<file path="config.mk">
export PLATFORM = sky130hd
export DESIGN_NAME = sata_linkup_seq
export DESIGN_NICKNAME = d
export VERILOG_FILES = /design/src/rtl/sata_lu_pkg.sv /design/src/rtl/sata_lu_tickcnt.sv /design/src/rtl/sata_lu_fsm.sv /design/src/rtl/sata_linkup_seq.sv
export SDC_FILE = /design/constraint.sdc
export NUM_CORES = 1
export LEC_CHECK = 0
export BUFFER_PORTS_ARGS = -buffer_cell sky130_fd_sc_hd__buf_2
export CAP_MARGIN = 15
export CORE_UTILIZATION = 55
export DETAILED_ROUTE_END_ITERATION = 6
export GPL_TIMING_DRIVEN = 0
export PLACE_DENSITY = 0.81
export SETUP_SLACK_MARGIN = 0.1
export SLEW_MARGIN = 20
export SYNTH_ARGS = -nofsm -noshare
export SYNTH_HDL_FRONTEND = slang
export SYNTH_HIERARCHICAL = 1
export SYNTH_SLANG_ARGS = --single-unit
</file>
<file path="constraint.sdc">
create_clock -name clk -period 5.15 [get_ports clk]
set_input_delay 0.515 -clock clk [delete_from_list [all_inputs] [get_ports clk]]
set_output_delay 0.515 -clock clk [all_outputs]
set_load 0.02 [all_outputs]
</file>
<file path="src/rtl/sata_lu_pkg.sv">
package sata_lu_pkg;

  typedef enum logic [3:0] {
    ST_IDLE,
    ST_CLR,
    ST_ASSERT,
    ST_WRST,
    ST_REL,
    ST_WREL,
    ST_CHK,
    ST_WSET,
    ST_POLL,
    ST_FB,
    ST_DONE
  } lu_state_e;

  localparam logic [1:0] RES_NONE  = 2'b00;
  localparam logic [1:0] RES_FOUND = 2'b01;
  localparam logic [1:0] RES_NODEV = 2'b10;
  localparam logic [1:0] RES_FAIL  = 2'b11;

  localparam logic [3:0]  DET_LINK     = 4'h3;
  localparam logic [3:0]  DET_ABSENT   = 4'h0;
  localparam logic [11:0] CTL_FALLBACK = 12'h304;
  localparam logic [11:0] CTL_REL_MASK = 12'hF0F;
  localparam logic [11:0] CTL_REL_OK   = 12'h300;

endpackage

</file>
<file path="src/rtl/sata_lu_tickcnt.sv">
module sata_lu_tickcnt #(
  parameter int CW = 8
) (
  input  logic          clk,
  input  logic          rst_n,
  input  logic          run_i,
  input  logic          tick_i,
  input  logic [CW-1:0] limit_i,
  output logic          last_o
);

  logic [CW-1:0] cnt_q;

  assign last_o = run_i && tick_i && (cnt_q == limit_i - CW'(1));

  always_ff @(posedge clk or negedge rst_n) begin
    if (!rst_n)           cnt_q <= '0;
    else if (!run_i)      cnt_q <= '0;
    else if (last_o)      cnt_q <= '0;
    else if (tick_i)      cnt_q <= cnt_q + CW'(1);
  end

  // window count never reaches the limit it is compared against
  assert_cnt_in_window_R3: assert property (@(posedge clk) disable iff (!rst_n)
    run_i |-> (cnt_q < limit_i));

endmodule

</file>
<file path="src/rtl/sata_lu_fsm.sv">
module sata_lu_fsm
  import sata_lu_pkg::*;
#(
  parameter int RST_MS      = 1,
  parameter int REL_MS      = 10,
  parameter int SETTLE_MS   = 10,
  parameter int POLLS       = 200,
  parameter int REL_RETRIES = 5,
  parameter int CW          = 8
) (
  input  logic          clk,
  input  logic          rst_n,
  input  logic          start_i,
  input  logic          tick_i,
  input  logic [3:0]    det_i,
  input  logic [11:0]   ctl_rdata_i,
  input  logic          last_i,
  output logic          run_o,
  output logic [CW-1:0] limit_o,
  output logic          err_clr_o,
  output logic          ctl_wr_o,
  output logic [11:0]   ctl_wdata_o,
  output logic          gen2_en_o,
  output logic          chan_rst_o,
  output logic          done_o,
  output logic [1:0]    result_o
);

  localparam int RW = $clog2(REL_RETRIES + 2);

  lu_state_e      st_q, st_d;
  logic [RW-1:0]  retry_q;
  logic           fb_q;
  logic           gen2_q;
  logic [1:0]     res_q, res_d;
  logic           rel_ok;
  logic           rel_exit;

  assign rel_ok   = (ctl_rdata_i & CTL_REL_MASK) == CTL_REL_OK;
  assign rel_exit = rel_ok || (retry_q == RW'(REL_RETRIES));

  always_comb begin
    st_d  = st_q;
    res_d = res_q;
    case (st_q)
      ST_IDLE:   if (start_i) st_d = ST_CLR;
      ST_CLR:    st_d = ST_ASSERT;
      ST_ASSERT: st_d = ST_WRST;
      ST_WRST:   if (last_i) st_d = ST_REL;
      ST_REL:    st_d = ST_WREL;
      ST_WREL:   if (last_i) st_d = ST_CHK;
      ST_CHK:    st_d = rel_exit ? ST_WSET : ST_REL;
      ST_WSET:   if (last_i) st_d = ST_POLL;
      ST_POLL: begin
        if (tick_i) begin
          if (det_i == DET_LINK) begin
            st_d  = ST_DONE;
            res_d = RES_FOUND;
          end else if (last_i) begin
            if (det_i == DET_ABSENT) begin
              st_d  = ST_DONE;
              res_d = RES_NODEV;
            end else if (fb_q) begin
              st_d  = ST_DONE;
              res_d = RES_FAIL;
            end else begin
              st_d  = ST_FB;
            end
          end
        end
      end
      ST_FB:     st_d = ST_CLR;
      ST_DONE:   st_d = ST_IDLE;
      default:   st_d = ST_IDLE;
    endcase
  end

  always_ff @(posedge clk or negedge rst_n) begin
    if (!rst_n) begin
      st_q    <= ST_IDLE;
      retry_q <= '0;
      fb_q    <= 1'b0;
      gen2_q  <= 1'b1;
      res_q   <= RES_NONE;
    end else begin
      st_q  <= st_d;
      res_q <= res_d;
      if (st_q == ST_IDLE && start_i) begin
        fb_q   <= 1'b0;
        gen2_q <= 1'b1;
      end
      if (st_q == ST_FB) begin
        fb_q   <= 1'b1;
        gen2_q <= 1'b0;
      end
      if (st_q == ST_ASSERT)               retry_q <= '0;
      else if (st_q == ST_CHK && !rel_exit) retry_q <= retry_q + RW'(1);
    end
  end

  always_comb begin
    case (st_q)
      ST_WRST: limit_o = CW'(RST_MS);
      ST_WREL: limit_o = CW'(REL_MS);
      ST_WSET: limit_o = CW'(SETTLE_MS);
      default: limit_o = CW'(POLLS);
    endcase
  end

  assign run_o = (st_q == ST_WRST) || (st_q == ST_WREL) ||
                 (st_q == ST_WSET) || (st_q == ST_POLL);

  always_comb begin
    case (st_q)
      ST_ASSERT: ctl_wdata_o = {4'b0011, ctl_rdata_i[7:4], 4'b0001};
      ST_REL:    ctl_wdata_o = {4'b0011, ctl_rdata_i[7:4], 4'b0000};
      ST_FB:     ctl_wdata_o = CTL_FALLBACK;
      default:   ctl_wdata_o = '0;
    endcase
  end

  assign ctl_wr_o   = (st_q == ST_ASSERT) || (st_q == ST_REL) || (st_q == ST_FB);
  assign err_clr_o  = (st_q == ST_CLR);
  assign chan_rst_o = (st_q == ST_FB);
  assign done_o     = (st_q == ST_DONE);
  assign gen2_en_o  = gen2_q;
  assign result_o   = res_q;

  assert_strobe_excl_R2: assert property (@(posedge clk) disable iff (!rst_n)
    $onehot0({err_clr_o, ctl_wr_o, done_o}));

  assert_clr_then_assert_R2: assert property (@(posedge clk) disable iff (!rst_n)
    err_clr_o |=> (ctl_wr_o && ctl_wdata_o[9:8] == 2'b11 && ctl_wdata_o[3:0] == 4'h1));

  assert_retry_bound_R4: assert property (@(posedge clk) disable iff (!rst_n)
    retry_q <= RW'(REL_RETRIES));

  assert_fb_restart_R7: assert property (@(posedge clk) disable iff (!rst_n)
    chan_rst_o |=> (err_clr_o && !gen2_en_o));

  assert_fail_after_fb_R8: assert property (@(posedge clk) disable iff (!rst_n)
    (done_o && result_o == RES_FAIL) |-> !gen2_en_o);

  assert_done_pulse_R9: assert property (@(posedge clk) disable iff (!rst_n)
    done_o |=> !done_o);

endmodule

</file>
<file path="src/rtl/sata_linkup_seq.sv">
module sata_linkup_seq #(
  parameter int RST_MS      = 1,
  parameter int REL_MS      = 10,
  parameter int SETTLE_MS   = 10,
  parameter int POLLS       = 200,
  parameter int REL_RETRIES = 5
) (
  input  logic        clk,
  input  logic        rst_n,
  input  logic        start_i,
  input  logic        ms_tick_i,
  input  logic [3:0]  det_i,
  input  logic [11:0] ctl_rdata_i,
  output logic        err_clr_o,
  output logic        ctl_wr_o,
  output logic [11:0] ctl_wdata_o,
  output logic        gen2_en_o,
  output logic        chan_rst_o,
  output logic        done_o,
  output logic [1:0]  result_o
);

  localparam int MAX_A  = (RST_MS > REL_MS) ? RST_MS : REL_MS;
  localparam int MAX_B  = (SETTLE_MS > POLLS) ? SETTLE_MS : POLLS;
  localparam int MAX_W  = (MAX_A > MAX_B) ? MAX_A : MAX_B;
  localparam int CW     = $clog2(MAX_W + 1);

  logic          run;
  logic          last;
  logic [CW-1:0] limit;

  sata_lu_tickcnt #(.CW(CW)) u_cnt (
    .clk     (clk),
    .rst_n   (rst_n),
    .run_i   (run),
    .tick_i  (ms_tick_i),
    .limit_i (limit),
    .last_o  (last)
  );

  sata_lu_fsm #(
    .RST_MS      (RST_MS),
    .REL_MS      (REL_MS),
    .SETTLE_MS   (SETTLE_MS),
    .POLLS       (POLLS),
    .REL_RETRIES (REL_RETRIES),
    .CW          (CW)
  ) u_fsm (
    .clk         (clk),
    .rst_n       (rst_n),
    .start_i     (start_i),
    .tick_i      (ms_tick_i),
    .det_i       (det_i),
    .ctl_rdata_i (ctl_rdata_i),
    .last_i      (last),
    .run_o       (run),
    .limit_o     (limit),
    .err_clr_o   (err_clr_o),
    .ctl_wr_o    (ctl_wr_o),
    .ctl_wdata_o (ctl_wdata_o),
    .gen2_en_o   (gen2_en_o),
    .chan_rst_o  (chan_rst_o),
    .done_o      (done_o),
    .result_o    (result_o)
  );

endmodule

</file>
==> metrics.log, run 1 <==
[metrics] status: complete, no violations
[metrics] clock tree from TritonCTS: yes
[metrics] number of flops mapped to enable cells by yosys: 0
[metrics] relative area change from synthesis to final layout: 15.7%
[metrics] Die X: 58.9 um
[metrics] remaining routing DRC violations: 0
[metrics] classification of the worst-slack hold path: primary input to async pin
[metrics] Pwr per Cell Area: 346 nW/um2
[metrics] number of distinct standard cells referenced by the synthesized netlist: 64
[metrics] post-cts hold buffer count: 0
[metrics] most numerous cell types in the synthesized netlist: sky130_fd_sc_hd__nand2_1, sky130_fd_sc_hd__dfrtp_1, sky130_fd_sc_hd__nor2_1
[metrics] CTS H-tree depth: 1
[metrics] post-synthesis area per instance: slightly below 9 um2
[metrics] Clock Latency Late Sink: 300 ps
[metrics] routability cong.: 0.820
[metrics] overall power consumption: between 0.0007 and 0.0008 W
[metrics] drt first-iter violations: 69
[metrics] WS Path Type: register to register
[metrics] estimated wirelength of the detail-placed design: 2.87 mm
[metrics] arrival time of the worst setup path: 4210 ps
[metrics] clock transition at the register clock pins on the worst setup and hold paths after CTS: roughly 120 ps
[metrics] ratio of cells with drive above 1 in the final layout: 0.291
[metrics] overall routed net length: between 3 and 4 mm
[metrics] Resized cells post-CTS: 0
[metrics] RSZ-0062 raised after global routing: no
[metrics] area share of the largest cell type after synthesis: 0.253
[metrics] flip-flop cell with the highest count after synthesis: sky130_fd_sc_hd__dfrtp_1
[metrics] number of setup violations in the final report: 0
[metrics] Layout Utilization: 0.674
[metrics] yosys synthesis warning count: 6
[metrics] y dimension of the die: 58.9 um
[metrics] setup repair bufs after CTS: 0
[metrics] clock root buffer: sky130_fd_sc_hd__clkbuf_4
[metrics] Tcrit/Tclk final: 0.779
[metrics] antenna-violating nets left: 0
[metrics] routed length per placed instance: 13.2 um
[metrics] n_diodes: 0
[metrics] overflow left after global routing: 0
[metrics] largest net degree at the start of global routing: 20
[metrics] summed instance area of the synthesized netlist: roughly 1800 um2
[metrics] average via count per standard cell: 5.55
[metrics] total die area: 3470 um2
[metrics] category of the worst setup path launch point: register
[metrics] total routing resource utilization after global routing: 0.240
[metrics] final-report max-slew violation count: 0
[metrics] total CTS buffers: 3
[metrics] count of endpoints failing hold in the final timing report: 0
[metrics] Setup crit end kind: register
[metrics] worst-case clock skew: approximately 18 ps
[metrics] worst slew slack as a fraction of its limit: 0.594
[metrics] maximum frequency from static timing analysis: about 250 MHz
[metrics] number of antenna violations at the first check in global routing: 0
[metrics] overall via count from detail_route: about 1600
[metrics] quantity of I/O buffers inserted on ports: 34
[metrics] Slew @ Worst Pin: about 610 ps
[metrics] Area contributors post-synth: sky130_fd_sc_hd__dfrtp_1, sky130_fd_sc_hd__nand2_1, sky130_fd_sc_hd__xnor2_1, sky130_fd_sc_hd__buf_4, sky130_fd_sc_hd__o32ai_2
[metrics] sinks on the clock net: 19
[metrics] total instance count after detailed placement: 284
[metrics] gate count after technology mapping: 200
[metrics] total of flip-flops plus latches after synthesis: 19
[metrics] part of the Yosys area used for sequential elements: 0.268
[metrics] initial standard-cell utilization of the core: 0.583
[metrics] num ports: 39
[metrics] buffer levels on the longest clock path: 2
[metrics] first-pass GRT wire length: 6.47 mm
[metrics] Critical Path RT: 5350 ps
[metrics] Max FO, Critical Path: 10
[metrics] number of placement rows: 20
[metrics] number of cells in the finished layout apart from fillers: 288
[metrics] Post-Place Worst Slack: 800 ps
[metrics] max-capacitance violation count: 0
[metrics] vias in the first global route: 1469
[metrics] static leakage: approximately 0.94 nW
[metrics] worst vdd ir: 0.195 mV
[metrics] final layout net count: 269
[metrics] leading area contributor after synthesis: sky130_fd_sc_hd__dfrtp_1
[metrics] setup TNS after final layout: 0 ps
[metrics] core outline area: 3050 um2
[metrics] number of iterations in the first detailed-routing pass: 4
[metrics] leading cell type by number of instances after synthesis: sky130_fd_sc_hd__nand2_1
[metrics] number of cells on the worst reg-to-reg path: 13
[metrics] Period minus WS final: 4010 ps
[metrics] worst setup slack after layout: ~1100 ps
[metrics] async set-or-reset flop fraction in the synthesized netlist: 1.00
## cells in the final DEF, fill, tap and decap left out, types with 3 or more instances in the layout
cell / n
sky130_fd_sc_hd__buf_2: 35
sky130_fd_sc_hd__nand2_1: 19
sky130_fd_sc_hd__dfrtp_1: 18
sky130_fd_sc_hd__nor2_1: 14
sky130_fd_sc_hd__a21oi_1: 9
sky130_fd_sc_hd__buf_4: 9
sky130_fd_sc_hd__xnor2_1: 8
sky130_fd_sc_hd__inv_1: 7
sky130_fd_sc_hd__nand3_1: 7
sky130_fd_sc_hd__conb_1: 7
sky130_fd_sc_hd__xor2_1: 6
sky130_fd_sc_hd__nor3_1: 5
sky130_fd_sc_hd__clkbuf_1: 4
sky130_fd_sc_hd__nor2b_1: 4
sky130_fd_sc_hd__nand3b_1: 4
sky130_fd_sc_hd__o32ai_2: 4
sky130_fd_sc_hd__nand2b_1: 4
sky130_fd_sc_hd__ha_1: 4
sky130_fd_sc_hd__buf_6: 4
sky130_fd_sc_hd__and2_1: 4
sky130_fd_sc_hd__clkbuf_4: 3
sky130_fd_sc_hd__o21bai_1: 3
sky130_fd_sc_hd__o21a_1: 3
sky130_fd_sc_hd__or2_1: 3
sky130_fd_sc_hd__o21ai_1: 3
## kinds of logic after synthesis
logic type / count (synthesis) / share of synthesized area
xor gates and xnor gates: 14 / 0.0689
muxes: 4 / 0.0239
buffers and inverters: 25 / 0.0893
and+or+nand+nor: 88 / 0.310
DFF: 19 / 0.268
AOI/OAI and AO/OA: 45 / 0.210
adders and majority gates: 4 / 0.0281
other: 1 / 0.00211
## state kept, by name, summed over array words and instances, names as in the netlist
name / cells
u_fsm/result_o: 2
u_fsm/gen2_en_o: 1
u_fsm/st_q: 4
u_fsm/fb_q: 1
u_fsm/retry_q: 3
u_cnt/cnt_q: 8
## routing by layer
metal / vias to the layer above / GRT usage / part of all wire
met5: - / 0 / 0
li1: 795 / - / -
met2: 31 / 0.391 / 0.48
met3: 6 / 0.0396 / 0.028
met1: 766 / 0.334 / 0.48
met4: 0 / 0.0578 / 0.010
## critical path: stages (launching register included)
cell and delay (ps):
sky130_fd_sc_hd__dfrtp_1 480, sky130_fd_sc_hd__buf_6 170, sky130_fd_sc_hd__nand2_1 90, sky130_fd_sc_hd__nor3_2 480
sky130_fd_sc_hd__inv_1 260, sky130_fd_sc_hd__nor4_2 490, sky130_fd_sc_hd__nand2_1 100, sky130_fd_sc_hd__o31a_1 300
sky130_fd_sc_hd__nand2_1 190, sky130_fd_sc_hd__and2_4 240, sky130_fd_sc_hd__and3_1 320, sky130_fd_sc_hd__o21a_1 220
sky130_fd_sc_hd__nor3b_1 240, sky130_fd_sc_hd__mux2_1 350
## worst paths after layout
path	from	end	slack, ps
worst min register to register	u_fsm/gen2_en_o	u_fsm/gen2_en_o	500
worst min-delay path	rst_n	u_fsm/fb_q	130
worst max-delay path	u_fsm/st_q[1]	u_fsm/result_o[0]	1140
max in group asynchronous	rst_n	u_fsm/gen2_en_o	4700
min in group clk	u_fsm/gen2_en_o	u_fsm/gen2_en_o	500
worst max register to register	u_fsm/st_q[1]	u_fsm/result_o[0]	1140
## where the power goes
group / switching, W / internal, W / leakage, nW / total (W)
logic: 0.000274 / 0.000179 / 0.673 / 0.000453
clock network: 0.0000456 / 0.0000302 / 0.0150 / 0.0000758
registers: 0.0000206 / 0.000163 / 0.257 / 0.000184
total: 0.000340 / 0.000372 / 0.945 / 0.000712
## metrics by stage
step	area, um2	hold WS (ps)
floorplan	1800	219
global placement	2030	468
detailed placement	2030	484
CTS	2050	143
global route	2060	155
finish	2060	125
## area by class of cell
class,instances,area (um2)
repair buffers,34,170
plain buffers,17,129
clock buffers,4,26.3
flip-flops and latches,19,477
multi-input cells,162,1170
fillers,259,995
well taps,44,55.1
inverters,8,30.0
No activity file was read; power rests on OpenSTA's default activity.
==> inputs of run 2 (changes only) <==
==> constraint.sdc (replaced) <==
create_clock -name clk -period 3.85 [get_ports clk]
set_input_delay 0.385 -clock clk [delete_from_list [all_inputs] [get_ports clk]]
set_output_delay 0.385 -clock clk [all_outputs]
set_load 0.02 [all_outputs]
==> metrics.log, run 2 (synthesis gave the netlist of run 1 again) <==
[metrics] routed length per placed instance: about 14 um
[metrics] design area: between 2000 and 2500 um2
[metrics] remaining routing DRC violations: 0
[metrics] static leakage: 0.973 nW
[metrics] overall via count from detail_route: 1647
[metrics] n_diodes: 0
[metrics] classification of the worst-slack hold path: primary input to async pin
[metrics] count of endpoints failing hold in the final timing report: 9
[metrics] y dimension of the die: slightly below 60 um
[metrics] initial standard-cell utilization of the core: 0.583
[metrics] average via count per standard cell: 5.60
[metrics] maximum single-stage delay on the critical path: 500 ps
[metrics] relative area change from synthesis to final layout: 20.0%
[metrics] maximum frequency from static timing analysis: between 200 and 300 MHz
[metrics] commonest non-fill, non-tap cell in the layout: sky130_fd_sc_hd__buf_2
[metrics] RSZ-0062 raised after global routing: no
[metrics] startpoint of the worst register-to-register path: u_fsm/st_q[2]
[metrics] max-capacitance violation count: 0
[metrics] number of iterations in the first detailed-routing pass: 4
[metrics] Critical path origin: u_fsm/st_q[2]
[metrics] clock transition at the register clock pins on the worst setup and hold paths after CTS: 120 ps
[metrics] number of placement rows: 20
[metrics] commonest non-fill, non-tap cells in the layout: sky130_fd_sc_hd__buf_2, sky130_fd_sc_hd__nand2_1, sky130_fd_sc_hd__dfrtp_1
[metrics] worst-path cell with the longest stage delay: sky130_fd_sc_hd__dfrtp_1
[metrics] final layout net count: 275
[metrics] overall routed net length: 4.05 mm
[metrics] Critical Path RT: 4040 ps
[metrics] first-pass GRT wire length: 6.73 mm
[metrics] Setup crit end kind: register
[metrics] routability cong.: 0.820
[metrics] total die area: ~3500 um2
[metrics] CTS H-tree depth: 1
[metrics] largest registers: u_cnt/cnt_q (8), u_fsm/st_q (4), u_fsm/retry_q (3)
[metrics] Pwr per Cell Area: 475 nW/um2
[metrics] flip-flop count of the largest register after layout: 8
[metrics] WS Path Type: register to register
[metrics] Clock Latency Late Sink: 310 ps
[metrics] category of the worst setup path launch point: register
[metrics] estimated wirelength of the detail-placed design: 2.87 mm
[metrics] num ports: 39
[metrics] Max FO, Critical Path: 10
[metrics] worst-case clock skew: 18.6 ps
[metrics] violations in the final reports: hold timing
[metrics] worst slack on hold paths: -13.8 ps
[metrics] buffer levels on the longest clock path: 2
[metrics] worst vdd ir: 0.272 mV
[metrics] sinks on the clock net: 19
[metrics] largest net degree at the start of global routing: 20
[metrics] overflow left after global routing: 0
[metrics] Die X: 58.9 um
[metrics] core outline area: 3050 um2
[metrics] Period minus WS final: around 3600 ps
[metrics] layout filler cell count: 250
[metrics] overall power consumption: 0.00101 W
[metrics] post-cts hold buffer count: 0
[metrics] Biggest register: u_cnt/cnt_q
[metrics] clock tree from TritonCTS: yes
[metrics] final-report max-slew violation count: 0
[metrics] vias in the first global route: ~1500
[metrics] antenna-violating nets left: 0
[metrics] setup TNS after final layout: 0 ps
[metrics] total CTS buffers: 3
[metrics] number of antenna violations at the first check in global routing: 0
[metrics] status: complete, but fails checks
[metrics] arrival time of the worst setup path: 3790 ps
[metrics] clock root buffer: sky130_fd_sc_hd__clkbuf_4
[metrics] quantity of I/O buffers inserted on ports: 34
[metrics] ratio of cells with drive above 1 in the final layout: 0.328
[metrics] Tcrit/Tclk final: 0.937
[metrics] total routing resource utilization after global routing: 0.251
[metrics] total placed instance area: between 2000 and 2500 um2
[metrics] cell-by-cell listing of the critical path: buf_6 -> nor3_4 -> inv_1 -> ha_1 -> buf_2 -> xor2_1 -> xnor2_1 -> a32oi_2 -> nor4_4 -> and2_4 -> and3_2 -> nor2b_1 -> a21oi_1 -> o22ai_1 -> mux2_1
[metrics] drt first-iter violations: between 80 and 90
[metrics] number of setup violations in the final report: 0
==> run 2: cell types whose count changed in the layout (fill, tap and decap cells not counted), sizes merged <==
cell / delta
buf: +6
==> run 2: final cells by class <==
cell class	instances	area, um2	share of cell area
multi-input cells	162	1200	0.563
clock buffers	4	26.3	0.0123
plain buffers	17	129	0.0603
inverters	8	30.0	0.0141
flip-flops and latches	19	478	0.224
repair buffers	40	215	0.101
well taps	44	55.1	0.0258
==> run 2: worst paths after layout <==
check | endpoint | slack [ps] | cells after the start
setup reg to reg | u_fsm/st_q[1] | 240 | 15
min in group clk | u_fsm/gen2_en_o | 370 | 3
hold reg to reg | u_fsm/gen2_en_o | 500 | 2
hold / removal | u_fsm/st_q[0] | -10 | 1
setup / recovery | u_fsm/st_q[1] | 240 | 15
max in group asynchronous | u_fsm/st_q[1] | 3520 | 1
==> run 2: power by group <==
| part | switching (W) | leakage, nW | internal (W) |
|---|---|---|---|
| clock network | 0.0000639 | 0.0150 | 0.0000405 |
| registers | 0.0000208 | 0.255 | 0.000219 |
| logic | 0.000397 | 0.703 | 0.000272 |
==> run 2: what timing repair did <==
| item | 4_1_cts | 5_1_grt |
|---|---|---|
| resized for setup | 3 | 6 |
| pin swaps | 1 | 2 |
| buffers inserted | 2 | 4 |
| endpoints found under the setup margin | 6 | 4 |
==> run 2: stage by stage <==
step	utilization	cells	worst slack [ps]	hold WS, ps
detailed placement	0.664	284	-500	356
finish	0.700	294	244	-13.8
global placement	0.664	284	-438	358
floorplan	-	206	270	89.4
global route	0.700	294	123	16.6
CTS	0.684	290	121	13.5
==> run 2: worst max-delay path: cells and delay by family (launching register included) <==
kind | cells | cell delay, ps
xor gates and xnor gates | 2 | 350
adders and majority gates | 1 | 190
buffers and inverters | 3 | 440
AOI/OAI and AO/OA | 3 | 430
and+or+nand+nor | 5 | 1200
DFF | 1 | 500
muxes | 1 | 340
==> run 2: routing by layer <==
layer	global-route usage	vias up	routed length, um
li1	-	809	-
met1	0.351	780	1920
met2	0.409	50	1940
met3	0.0396	8	154
met4	0.0578	0	34
met5	0	-	0
==> inputs of run 3 (changes only) <==
--- a/config.mk
+++ b/config.mk
@@ -5,12 +5,13 @@
 export SDC_FILE = /design/constraint.sdc
 export NUM_CORES = 1
 export LEC_CHECK = 0
+export ABC_AREA = 1
 export BUFFER_PORTS_ARGS = -buffer_cell sky130_fd_sc_hd__buf_2
 export CAP_MARGIN = 15
-export CORE_UTILIZATION = 55
+export CORE_UTILIZATION = 54
 export DETAILED_ROUTE_END_ITERATION = 6
 export GPL_TIMING_DRIVEN = 0
-export PLACE_DENSITY = 0.81
+export PLACE_DENSITY = 0.8
 export SETUP_SLACK_MARGIN = 0.1
 export SLEW_MARGIN = 20
 export SYNTH_ARGS = -nofsm -noshare
==> metrics.log, run 3 <==
[metrics] Critical Path RT: 4050 ps
[metrics] worst slew slack as a fraction of its limit: 0.654
[metrics] number of cells on the worst reg-to-reg path: 21
[metrics] overflow left after global routing: 0
[metrics] number of placement rows: 19
[metrics] Clock Latency Late Sink: 290 ps
[metrics] worst slack on hold paths: approximately 12 ps
[metrics] initial standard-cell utilization of the core: 0.589
[metrics] Setup crit end kind: register
[metrics] cell-by-cell listing of the critical path: nor2_2 -> nand2_2 -> inv_1 -> inv_1 -> ha_1 -> nand2_1 -> inv_1 -> nor2_1 -> nand2_1 -> nor2_1 -> nand3_4 -> nor2_4 -> nand3_4 -> nor2_2 -> inv_1 -> nand2_1 -> nand2_1 -> nand2_1 -> nand3_1 -> nand2_1 -> nand2_1
[metrics] Tcrit/Tclk final: 0.719
[metrics] Resized cells post-CTS: 0
[metrics] Levels on crit path: 21
[metrics] overall power consumption: 0.00109 W
[metrics] Top cell by count, worst path: sky130_fd_sc_hd__nand2_1
[metrics] clock tree from TritonCTS: yes
[metrics] flip-flop count of the largest register after layout: 8
[metrics] layout filler cell count: between 200 and 300
[metrics] post-synthesis area per instance: 6.05 um2
[metrics] Layout Utilization: 0.680
[metrics] core outline area: 2850 um2
[metrics] Area contributors post-synth: sky130_fd_sc_hd__dfrtp_1, sky130_fd_sc_hd__nand2_1, sky130_fd_sc_hd__inv_1, sky130_fd_sc_hd__nor2_1, sky130_fd_sc_hd__nand3_1
[metrics] overall via count from detail_route: 1672
[metrics] leading area contributor after synthesis: sky130_fd_sc_hd__dfrtp_1
[metrics] CTS H-tree depth: 1
[metrics] yosys synthesis warning count: 6
[metrics] buffer levels on the longest clock path: 2
[metrics] violations in the final reports: DRC
[metrics] Die X: between 50 and 60 um
[metrics] setup repair bufs after CTS: 0
[metrics] Critical path origin: u_fsm/st_q[3]
[metrics] average via count per standard cell: 4.74
[metrics] number of flops mapped to enable cells by yosys: 0
[metrics] largest net degree at the start of global routing: 20
[metrics] total CTS buffers: 3
[metrics] final-report max-slew violation count: 0
[metrics] startpoint of the worst register-to-register path: u_fsm/st_q[3]
[metrics] total of flip-flops plus latches after synthesis: 19
[metrics] part of the Yosys area used for sequential elements: 0.283
[metrics] num ports: 39
[metrics] largest registers: u_cnt/cnt_q (8), u_fsm/st_q (4), u_fsm/retry_q (3)
[metrics] commonest non-fill, non-tap cells in the layout: sky130_fd_sc_hd__nand2_1, sky130_fd_sc_hd__inv_1, sky130_fd_sc_hd__nor2_1
[metrics] antenna-violating nets left: 0
[metrics] number of distinct standard cells referenced by the synthesized netlist: 26
[metrics] critical path's top delay family: simple AND/OR/NAND/NOR gates
[metrics] worst vdd ir: about 0.35 mV
[metrics] vias in the first global route: ~1300
[metrics] overall routed net length: 3.28 mm
[metrics] relative area change from synthesis to final layout: 15.3%
[metrics] Max FO, Critical Path: 9
[metrics] number of setup violations in the final report: 0
[metrics] routability cong.: 0.892
[metrics] Pwr per Cell Area: 564 nW/um2
[metrics] routed length per placed instance: 9.30 um
[metrics] WS Path Type: register to register
[metrics] clock transition at the register clock pins on the worst setup and hold paths after CTS: 110 ps
[metrics] Slew @ Worst Pin: approximately 520 ps
[metrics] final layout net count: 347
[metrics] RSZ-0062 raised after global routing: no
[metrics] classification of the worst-slack hold path: primary input to async pin
[metrics] ratio of cells with drive above 1 in the final layout: 0.202
[metrics] max-capacitance violation count: 0
[metrics] total die area: ~3300 um2
[metrics] arrival time of the worst setup path: 2960 ps
[metrics] first-pass GRT wire length: 5.39 mm
[metrics] most numerous cell types in the synthesized netlist: sky130_fd_sc_hd__nand2_1, sky130_fd_sc_hd__inv_1, sky130_fd_sc_hd__nor2_1
[metrics] remaining routing DRC violations: 5
[metrics] post-cts hold buffer count: 0
[metrics] n_diodes: 0
[metrics] flip-flop cell with the highest count after synthesis: sky130_fd_sc_hd__dfrtp_1
[metrics] setup TNS after final layout: 0 ps
[metrics] worst-case clock skew: 8.17 ps
[metrics] count of endpoints failing hold in the final timing report: 0
[metrics] worst-path cell with the longest stage delay: sky130_fd_sc_hd__dfrtp_1
[metrics] quantity of I/O buffers inserted on ports: 34
[metrics] Biggest register: u_cnt/cnt_q
[metrics] clock root buffer: sky130_fd_sc_hd__clkbuf_4
[metrics] leading cell type by number of instances after synthesis: sky130_fd_sc_hd__nand2_1
[metrics] sinks on the clock net: 19
[metrics] static leakage: approximately 1.2 nW
[metrics] critical path buffer and inverter count: 4
[metrics] slack of the worst reg-to-reg path: 1080 ps
[metrics] commonest non-fill, non-tap cell in the layout: sky130_fd_sc_hd__nand2_1
[metrics] number of antenna violations at the first check in global routing: 0
[metrics] maximum single-stage delay on the critical path: 430 ps
[metrics] Period minus WS final: 2770 ps
[metrics] y dimension of the die: between 50 and 60 um
[metrics] gate count after technology mapping: about 280
[metrics] summed instance area of the synthesized netlist: 1680 um2
[metrics] total routing resource utilization after global routing: 0.205
[metrics] estimated wirelength of the detail-placed design: 2.70 mm
[metrics] number of iterations in the first detailed-routing pass: 6
[metrics] category of the worst setup path launch point: register
[metrics] R2R Path End: u_fsm/st_q[1]
[metrics] status: complete, but fails checks
[metrics] async set-or-reset flop fraction in the synthesized netlist: 1.00
[metrics] maximum frequency from static timing analysis: ~360 MHz
[metrics] capturing element of the worst setup path: u_fsm/st_q[1]
[metrics] drt first-iter violations: 57
[metrics] area share of the largest cell type after synthesis: 0.268
-- run 3: cell types whose count changed in the layout (fill, tap and decap cells not counted), sizes merged, moves of 6 or more --
cell   change
buf       -11
inv       +40
nand2     +70
nand3     +17
nor2      +39
o21ai      +7
xnor2      -6
-- run 3: worst min-delay path by stage --
stage	to	slack (ps)	cells after the start
after floorplan	u_cnt/cnt_q[0]	90	0
after global placement	u_fsm/fb_q	350	1
after detailed placement	u_fsm/fb_q	350	1
after CTS	u_fsm/fb_q	20	1
after global routing	u_fsm/fb_q	40	1
final	u_fsm/fb_q	10	1
-- run 3: cell type report --
class / count / area (um2) / area share
multi-input cells: 207 / 976 / 0.503
well taps: 31 / 38.8 / 0.0200
repair buffers: 34 / 170 / 0.0877
flip-flops and latches: 19 / 477 / 0.246
clock buffers: 4 / 26.3 / 0.0135
inverters: 49 / 184 / 0.0948
plain buffers: 9 / 67.6 / 0.0348
-- run 3: cell families (layout without fill, tap and decap cells) --
kind of cell | count (synthesis) | in the layout | share of synthesized area
fa+ha+maj | 4 | 4 | 0.0298
simple gates | 170 | 170 | 0.444
other cells | 1 | 7 | 0.00223
xor+xnor | 4 | 4 | 0.0208
compound gates | 22 | 22 | 0.0699
buf+inv | 58 | 96 | 0.150
flops | 19 | 19 | 0.283
-- run 3: where the power goes --
part / leakage [nW] / switching (W) / internal [W]
Clock: 0.0150 / 0.0000598 / 0.0000402
Combinational: 0.888 / 0.000457 / 0.000241
Sequential: 0.254 / 0.0000473 / 0.000248
Total: 1.16 / 0.000564 / 0.000529
-- run 3: through the flow --
stage / instance area, um2 / cells / setup slack [ps]
floorplan: 1700 / 284 / 1440
global placement: 1910 / 349 / 1120
detailed placement: 1910 / 349 / 1090
CTS: 1940 / 353 / 1070
global route: 1940 / 353 / 706
finish: 1940 / 353 / 1080
-- run 3: layer usage --
layer | up-vias | part of all wire | GRT usage
li1 | 920 | - | -
met1 | 703 | 0.50 | 0.295
met2 | 47 | 0.42 | 0.325
met3 | 2 | 0.069 | 0.0290
met4 | 0 | 0.0073 | 0.0510
met5 | - | 0 | 0
